==> src/rtl/fa_pkg.sv <==
package fa_pkg;

    localparam int unsigned DEF_WORD_W = 8;

    typedef enum logic {
        MODE_TRAIN = 1'b0,
        MODE_FRAME = 1'b1
    } align_mode_e;

    typedef enum logic [1:0] {
        TS_HUNT   = 2'd0,
        TS_SETTLE = 2'd1,
        TS_HOLD   = 2'd2
    } train_state_e;

    typedef struct packed {
        logic locked;
        logic err;
    } align_status_t;

    // counter width able to hold the value n-1 (at least one bit)
    function automatic int unsigned cw(input int unsigned n);
        return (n < 2) ? 1 : $clog2(n);
    endfunction

endpackage

==> src/rtl/fa_deser.sv <==
module fa_deser #(
    parameter int unsigned W = fa_pkg::DEF_WORD_W
) (
    input  logic         clk,
    input  logic         rst,
    input  logic         ser_bit,
    input  logic         slip,
    input  logic         frame_start,
    output logic [W-1:0] word_data,
    output logic         word_valid,
    output logic         phase_zero
);
    localparam int unsigned CW = fa_pkg::cw(W);
    localparam logic [CW-1:0] LAST = CW'(W - 1);

    logic [W-2:0]  sh_q;
    logic [W-1:0]  word_q;
    logic [CW-1:0] cnt_q;
    logic [CW-1:0] idx;
    logic          done;
    logic          valid_q;

    // a frame start forces the current bit to be the word's first bit
    assign idx  = frame_start ? '0 : cnt_q;
    // a slip cycle neither advances the count nor completes a word
    assign done = !slip && (idx == LAST);

    always_ff @(posedge clk) begin
        if (rst) begin
            sh_q    <= '0;
            word_q  <= '0;
            cnt_q   <= '0;
            valid_q <= 1'b0;
        end else begin
            sh_q    <= {sh_q[W-3:0], ser_bit};
            valid_q <= done;
            if (done) begin
                word_q <= {sh_q, ser_bit};
            end
            if (slip) begin
                cnt_q <= cnt_q;
            end else if (done) begin
                cnt_q <= '0;
            end else begin
                cnt_q <= idx + 1'b1;
            end
        end
    end

    assign word_data  = word_q;
    assign word_valid = valid_q;
    assign phase_zero = (cnt_q == '0);
endmodule

==> src/rtl/fa_frame_edge.sv <==
module fa_frame_edge (
    input  logic clk,
    input  logic rst,
    input  logic enable,
    input  logic frame_in,
    output logic rise
);
    logic prev_q;

    always_ff @(posedge clk) begin
        if (rst) begin
            prev_q <= 1'b0;
        end else begin
            prev_q <= frame_in;
        end
    end

    assign rise = enable && frame_in && !prev_q;
endmodule

==> src/rtl/fa_frame_ctl.sv <==
module fa_frame_ctl #(
    parameter int unsigned LOCK_WORDS = 4
) (
    input  logic clk,
    input  logic rst,
    input  logic enable,
    input  logic frame_rise,
    input  logic phase_zero,
    output logic locked
);
    localparam int unsigned RW = fa_pkg::cw(LOCK_WORDS + 1);
    localparam logic [RW-1:0] RUN_MAX  = RW'(LOCK_WORDS);
    localparam logic [RW-1:0] RUN_LAST = RW'(LOCK_WORDS - 1);

    logic [RW-1:0] run_q;
    logic          lock_q;

    always_ff @(posedge clk) begin
        if (rst || !enable) begin
            run_q  <= '0;
            lock_q <= 1'b0;
        end else if (frame_rise) begin
            if (phase_zero) begin
                if (run_q != RUN_MAX) begin
                    run_q <= run_q + 1'b1;
                end
                if (run_q >= RUN_LAST) begin
                    lock_q <= 1'b1;
                end
            end else begin
                run_q  <= '0;
                lock_q <= 1'b0;
            end
        end
    end

    assign locked = lock_q;
endmodule

==> src/rtl/fa_train_ctl.sv <==
module fa_train_ctl #(
    parameter int unsigned   W            = fa_pkg::DEF_WORD_W,
    parameter logic [W-1:0]  PATTERN      = 8'hAC,
    parameter int unsigned   LOCK_WORDS   = 4,
    parameter int unsigned   MAX_SLIPS    = 8,
    parameter int unsigned   SETTLE_WORDS = 2
) (
    input  logic         clk,
    input  logic         rst,
    input  logic         enable,
    input  logic         word_valid,
    input  logic [W-1:0] word_data,
    output logic         slip,
    output logic         locked,
    output logic         err
);
    import fa_pkg::*;

    localparam int unsigned MW = cw(LOCK_WORDS + 1);
    localparam int unsigned SW = cw(MAX_SLIPS + 1);
    localparam int unsigned KW = cw(SETTLE_WORDS + 1);

    train_state_e  st_q;
    logic [MW-1:0] match_q;
    logic [SW-1:0] slips_q;
    logic [KW-1:0] settle_q;
    logic          slip_q;
    logic          err_q;
    logic          hit;

    assign hit = (word_data == PATTERN);

    always_ff @(posedge clk) begin
        if (rst || !enable) begin
            st_q     <= TS_HUNT;
            match_q  <= '0;
            slips_q  <= '0;
            settle_q <= '0;
            slip_q   <= 1'b0;
            err_q    <= 1'b0;
        end else begin
            slip_q <= 1'b0;
            unique case (st_q)
                TS_HUNT: begin
                    if (word_valid) begin
                        if (hit) begin
                            if (match_q == MW'(LOCK_WORDS - 1)) begin
                                st_q  <= TS_HOLD;
                                err_q <= 1'b0;
                            end
                            match_q <= match_q + 1'b1;
                        end else begin
                            match_q  <= '0;
                            slip_q   <= 1'b1;
                            settle_q <= KW'(SETTLE_WORDS);
                            st_q     <= TS_SETTLE;
                            if (slips_q == SW'(MAX_SLIPS)) begin
                                slips_q <= SW'(1);
                                err_q   <= 1'b1;
                            end else begin
                                slips_q <= slips_q + 1'b1;
                            end
                        end
                    end
                end
                TS_SETTLE: begin
                    if (word_valid) begin
                        settle_q <= settle_q - 1'b1;
                        if (settle_q <= KW'(1)) begin
                            st_q <= TS_HUNT;
                        end
                    end
                end
                TS_HOLD: begin
                    st_q <= TS_HOLD;
                end
                default: st_q <= TS_HUNT;
            endcase
        end
    end

    assign slip   = slip_q;
    assign locked = (st_q == TS_HOLD);
    assign err    = err_q;
endmodule

==> src/rtl/fa_word_aligner.sv <==
module fa_word_aligner #(
    parameter int unsigned        WORD_W       = fa_pkg::DEF_WORD_W,
    parameter logic [WORD_W-1:0]  TRAIN_WORD   = 8'hAC,
    parameter int unsigned        LOCK_WORDS   = 4,
    parameter int unsigned        MAX_SLIPS    = 8,
    parameter int unsigned        SETTLE_WORDS = 2
) (
    input  logic              clk,
    input  logic              rst,
    input  logic              align_mode,
    input  logic              ser_bit,
    input  logic              frame_clk,
    output logic [WORD_W-1:0] word_out,
    output logic              word_valid,
    output logic              locked,
    output logic              align_err
);
    import fa_pkg::*;

    logic          train_en;
    logic          frame_en;
    logic          t_slip;
    logic          t_locked;
    logic          t_err;
    logic          f_rise;
    logic          f_locked;
    logic          phase_zero;
    align_status_t status;

    assign train_en = (align_mode == MODE_TRAIN);
    assign frame_en = (align_mode == MODE_FRAME);

    fa_deser #(.W(WORD_W)) u_deser (
        .clk         (clk),
        .rst         (rst),
        .ser_bit     (ser_bit),
        .slip        (t_slip),
        .frame_start (f_rise),
        .word_data   (word_out),
        .word_valid  (word_valid),
        .phase_zero  (phase_zero)
    );

    fa_frame_edge u_edge (
        .clk      (clk),
        .rst      (rst),
        .enable   (frame_en),
        .frame_in (frame_clk),
        .rise     (f_rise)
    );

    fa_train_ctl #(
        .W            (WORD_W),
        .PATTERN      (TRAIN_WORD),
        .LOCK_WORDS   (LOCK_WORDS),
        .MAX_SLIPS    (MAX_SLIPS),
        .SETTLE_WORDS (SETTLE_WORDS)
    ) u_train (
        .clk        (clk),
        .rst        (rst),
        .enable     (train_en),
        .word_valid (word_valid),
        .word_data  (word_out),
        .slip       (t_slip),
        .locked     (t_locked),
        .err        (t_err)
    );

    fa_frame_ctl #(.LOCK_WORDS(LOCK_WORDS)) u_frame (
        .clk        (clk),
        .rst        (rst),
        .enable     (frame_en),
        .frame_rise (f_rise),
        .phase_zero (phase_zero),
        .locked     (f_locked)
    );

    always_comb begin
        if (train_en) begin
            status.locked = t_locked;
            status.err    = t_err;
        end else begin
            status.locked = f_locked;
            status.err    = 1'b0;
        end
    end

    assign locked    = status.locked;
    assign align_err = status.err;
endmodule

==> config.mk <==
export PLATFORM = sky130hd
export DESIGN_NAME = fa_word_aligner
export DESIGN_NICKNAME = d
export VERILOG_FILES = /design/src/rtl/fa_pkg.sv /design/src/rtl/fa_deser.sv /design/src/rtl/fa_frame_edge.sv /design/src/rtl/fa_frame_ctl.sv /design/src/rtl/fa_train_ctl.sv /design/src/rtl/fa_word_aligner.sv
export SDC_FILE = /design/constraint.sdc
export NUM_CORES = 1
export LEC_CHECK = 0
export BUFFER_PORTS_ARGS = -buffer_cell sky130_fd_sc_hd__buf_2
export CAP_MARGIN = 5
export CELL_PAD_IN_SITES_DETAIL_PLACEMENT = 0
export CELL_PAD_IN_SITES_GLOBAL_PLACEMENT = 2
export CORE_ASPECT_RATIO = 1.25
export CORE_UTILIZATION = 30
export CTS_BUF_LIST = sky130_fd_sc_hd__clkbuf_8
export CTS_CLUSTER_SIZE = 8
export DETAILED_ROUTE_END_ITERATION = 7
export PLACE_DENSITY = 0.68
export SLEW_MARGIN = 10
export SYNTH_ARGS = -nofsm -noshare
export SYNTH_HDL_FRONTEND = slang
export SYNTH_SLANG_ARGS = --single-unit
==> constraint.sdc <==
create_clock -name clk -period 2.15 [get_ports clk]
set_input_delay 0.1075 -clock clk [delete_from_list [all_inputs] [get_ports clk]]
set_output_delay 0.1075 -clock clk [all_outputs]
set_load 0.005 [all_outputs]
==> flow_metrics.env <==
export IMPL_status="finished clean"
export IMPL_die_y_um=83.69
export IMPL_synth_area_leaders="dfxtp_1, ha_1, nand2_1"
export IMPL_cp_slowest_stage_delay_ps=530
export IMPL_hold_violations=0
export IMPL_die_area_um2=5637
export IMPL_synth_top_area_share_pct=46.25
export IMPL_yosys_most_used_dff="dfxtp_1"
export IMPL_num_io_pins=16
export IMPL_setup_tns_ps=0
export IMPL_worst_slew_pin_slew_ps=396.4
export IMPL_critPathCaptureType="register"
export IMPL_coreArea_um2=5116
export IMPL_syn_area_per_cell_um2=8.800
export IMPL_period_minus_slack_ps=1787
export IMPL_synth_edff_count=0
export IMPL_powerDensity_nw_per_um2=657.9
export IMPL_antenna_found_initial=0
export IMPL_overflow=0
export IMPL_clock_fmax_mhz=559.6
export IMPL_row_count=29
export IMPL_syn_num_nets=197
export IMPL_grt_max_degree=24
export IMPL_syn_area_um2=1602
export IMPL_gp_congestion=0.7319
export IMPL_path_cells="or3b_1 -> a41oi_4 -> nand2_1 -> a32o_1"
export IMPL_grt_pass1_wl_um=5382
export IMPL_area_growth_syn_to_layout_pct=12.66
export IMPL_fin_crit_sh_pct=83.12
export IMPL_cts_setup_buffers=0
export IMPL_synth_cell_types=34
export IMPL_skew_ps=1.978
export IMPL_htreeDepth=2
export IMPL_cts_tree="done"
export IMPL_p_int_mw=0.9260
export IMPL_clk_pin_slew_ps=70
export IMPL_p_comb_share_pct=4.2
export IMPL_crit_slowest_cell="or3b_1"
export IMPL_p_total_mw=1.187
export IMPL_postSynthCellCount=182
export IMPL_p_sw_share_pct=21.98
export IMPL_grt_total_usage_pct=12.54
export IMPL_die_w_um=67.35
export IMPL_drt_initial_drc_count=26
export IMPL_viasPerCell=4.758
export IMPL_nets=214
export IMPL_switchingPower_mw=0.2609
export IMPL_ir_drop_mv=0.2602
export IMPL_start_util_pct=31.30
export IMPL_cts_made_buffers=5
export IMPL_setup_viol=0
export IMPL_synth_seq_area_share_pct=46.25
export IMPL_grt_pass1_vias=1242
export IMPL_clock_latency_ps=280
export IMPL_cts_max_path_buffers=2
export IMPL_pwr_share_clk_pct=36.9
export IMPL_yosysWarnings=0
export IMPL_cts_sinks=37
export IMPL_cts_hold_buf=0
export IMPL_place_port_buffers=15
export IMPL_layout_setup_ws_ps=362.9
export IMPL_post_synth_top_area_cell="dfxtp_1"
export IMPL_relSlewSlack_pct=73.57
export IMPL_leakagePower_nw=0.7063
export IMPL_synth_seq_cells=37
export IMPL_seqPwrFrac_pct=58.9
export IMPL_synth_async_reset_ratio_pct=0
export IMPL_worstHoldPathType="in -> reg"
export IMPL_cts_resized=0
export IMPL_drc=0
export IMPL_rsz0062_at_grt="false"
export IMPL_ctsRootBufferMaster="clkbuf_8"
export IMPL_dp_slack_ps=370.3
export IMPL_postRouteAntennaNets=0
export IMPL_antenna_cells=0
export IMPL_drive_above_1_share_pct=14.14
export IMPL_finalWirelength_um=3100
export IMPL_dr_total_vias=1237
export IMPL_drt_pass1_iter_count=4
export IMPL_required_ps=2330
export IMPL_wl_per_cell_um=11.92
export IMPL_crit_type="reg -> reg"
export IMPL_finalMaxSlewViolations=0
export IMPL_crit_path_start_kind="register"
export IMPL_max_cap_violations=0
export IMPL_crit_fanout=9
export IMPL_worstPathArrival_ps=1960
export IMPL_dpl_hpwl_um=2316
==> power by group through the flow <==
stage          Combinational [mW]  Clock [mW]  Sequential (mW)
2_1_floorplan              0.0364           0            0.713
3_3_place_gp               0.0513           0            0.714
3_5_place_dp               0.0511           0            0.715
4_1_cts                    0.0516       0.462            0.699
5_1_grt                    0.0580       0.492            0.700
6_report                   0.0500       0.438            0.699
==> critical path, delay by kind of cell, from the launching register on <==
| family | cells | cell delay [ps] |
|---|---|---|
| flops | 1 | 410 |
| simple gates | 2 | 620 |
| compound gates | 2 | 650 |
==> synth_stat cells, types with 2 or more instances <==
library cell  number
a21oi_1           16
a22oi_1            3
and2_1             2
clkbuf_1           4
dfxtp_1           37
ha_1              10
inv_1             12
mux2i_1            3
nand2_1           29
nand2b_1           2
nand3b_1           2
nor2_1            16
nor2b_1           11
nor3_1             2
nor3b_1            2
o21a_1             2
o21ai_0            7
or3_1              6
==> final timing paths <==
path                       from  cells after the start                    to  slack, ps
max          u_deser.word_valid                      4    u_train.slips_q[3]        360
min                     ser_bit                      2       u_deser.sh_q[0]         50
max reg2reg  u_deser.word_valid                      4    u_train.slips_q[3]        360
min reg2reg     u_deser.sh_q[6]                      2  u_deser.word_data[7]        450
==> registers in the layout, summed over array words and instances (netlist names) <==
name                cells
u_frame.run_q           3
u_train.err             1
u_deser.word_valid      1
u_train.slip            1
u_deser.sh_q            7
u_train.match_q         3
u_train.slips_q         4
u_frame.locked          1
u_train.st_q            2
u_edge.prev_q           1
u_deser.cnt_q           3
u_train.settle_q        2
u_deser.word_data       8
==> stage by stage <==
stage / instance area, um2 / std cells / util, % / hold WS [ps]
after CTS: 1804 / 260 / 35.27 / 45.11
after detailed placement: 1730 / 254 / 33.82 / 348.5
after global placement: 1730 / 254 / 33.82 / 346.5
final: 1804 / 260 / 35.27 / 52.68
after floorplan: 1602 / 182 / - / 235.7
after global routing: 1804 / 260 / 35.27 / 50.99
==> final cells by class <==
cell class	count	area [um2]
fill	548	3312
multi-input combinational	127	784.5
sequential	37	740.7
timing repair buffer	16	82.58
tap	62	77.57
clock buffer	5	68.82
inverter	12	45.04
clock inverter	1	5.005
==> kinds of logic after synthesis <==
family	count (synthesis)	synth area share (%)
mux	3	1.875
fa+ha+maj	10	7.813
simple gates	79	24.69
buf+inv	18	4.765
flops	37	46.25
compound gates	35	14.61
==> per-layer routing <==
metal | GRT usage (%) | part of all wire, %
met5 | 0 | 0
met4 | 5.803 | 1.9
met3 | 3.962 | 3.0
met2 | 20.55 | 48
met1 | 14.37 | 47
==> placed cells by master, fill, tap and decap left out, types with 2 or more instances in the layout <==
cell,netlist,final
o21a_1,2,2
ha_1,10,10
nor3_1,2,2
buf_2,0,15
and2_1,2,2
a21oi_1,16,16
inv_1,12,12
nor3b_1,2,2
a22oi_1,3,3
nand2_1,29,29
mux2i_1,3,3
nor2_1,16,16
nor2b_1,11,11
o21ai_0,7,7
or3_1,6,6
clkbuf_8,0,5
nand3b_1,2,2
nand2b_1,2,2
dfxtp_1,37,37
Note: power is estimated with default switching activity, not from simulation.
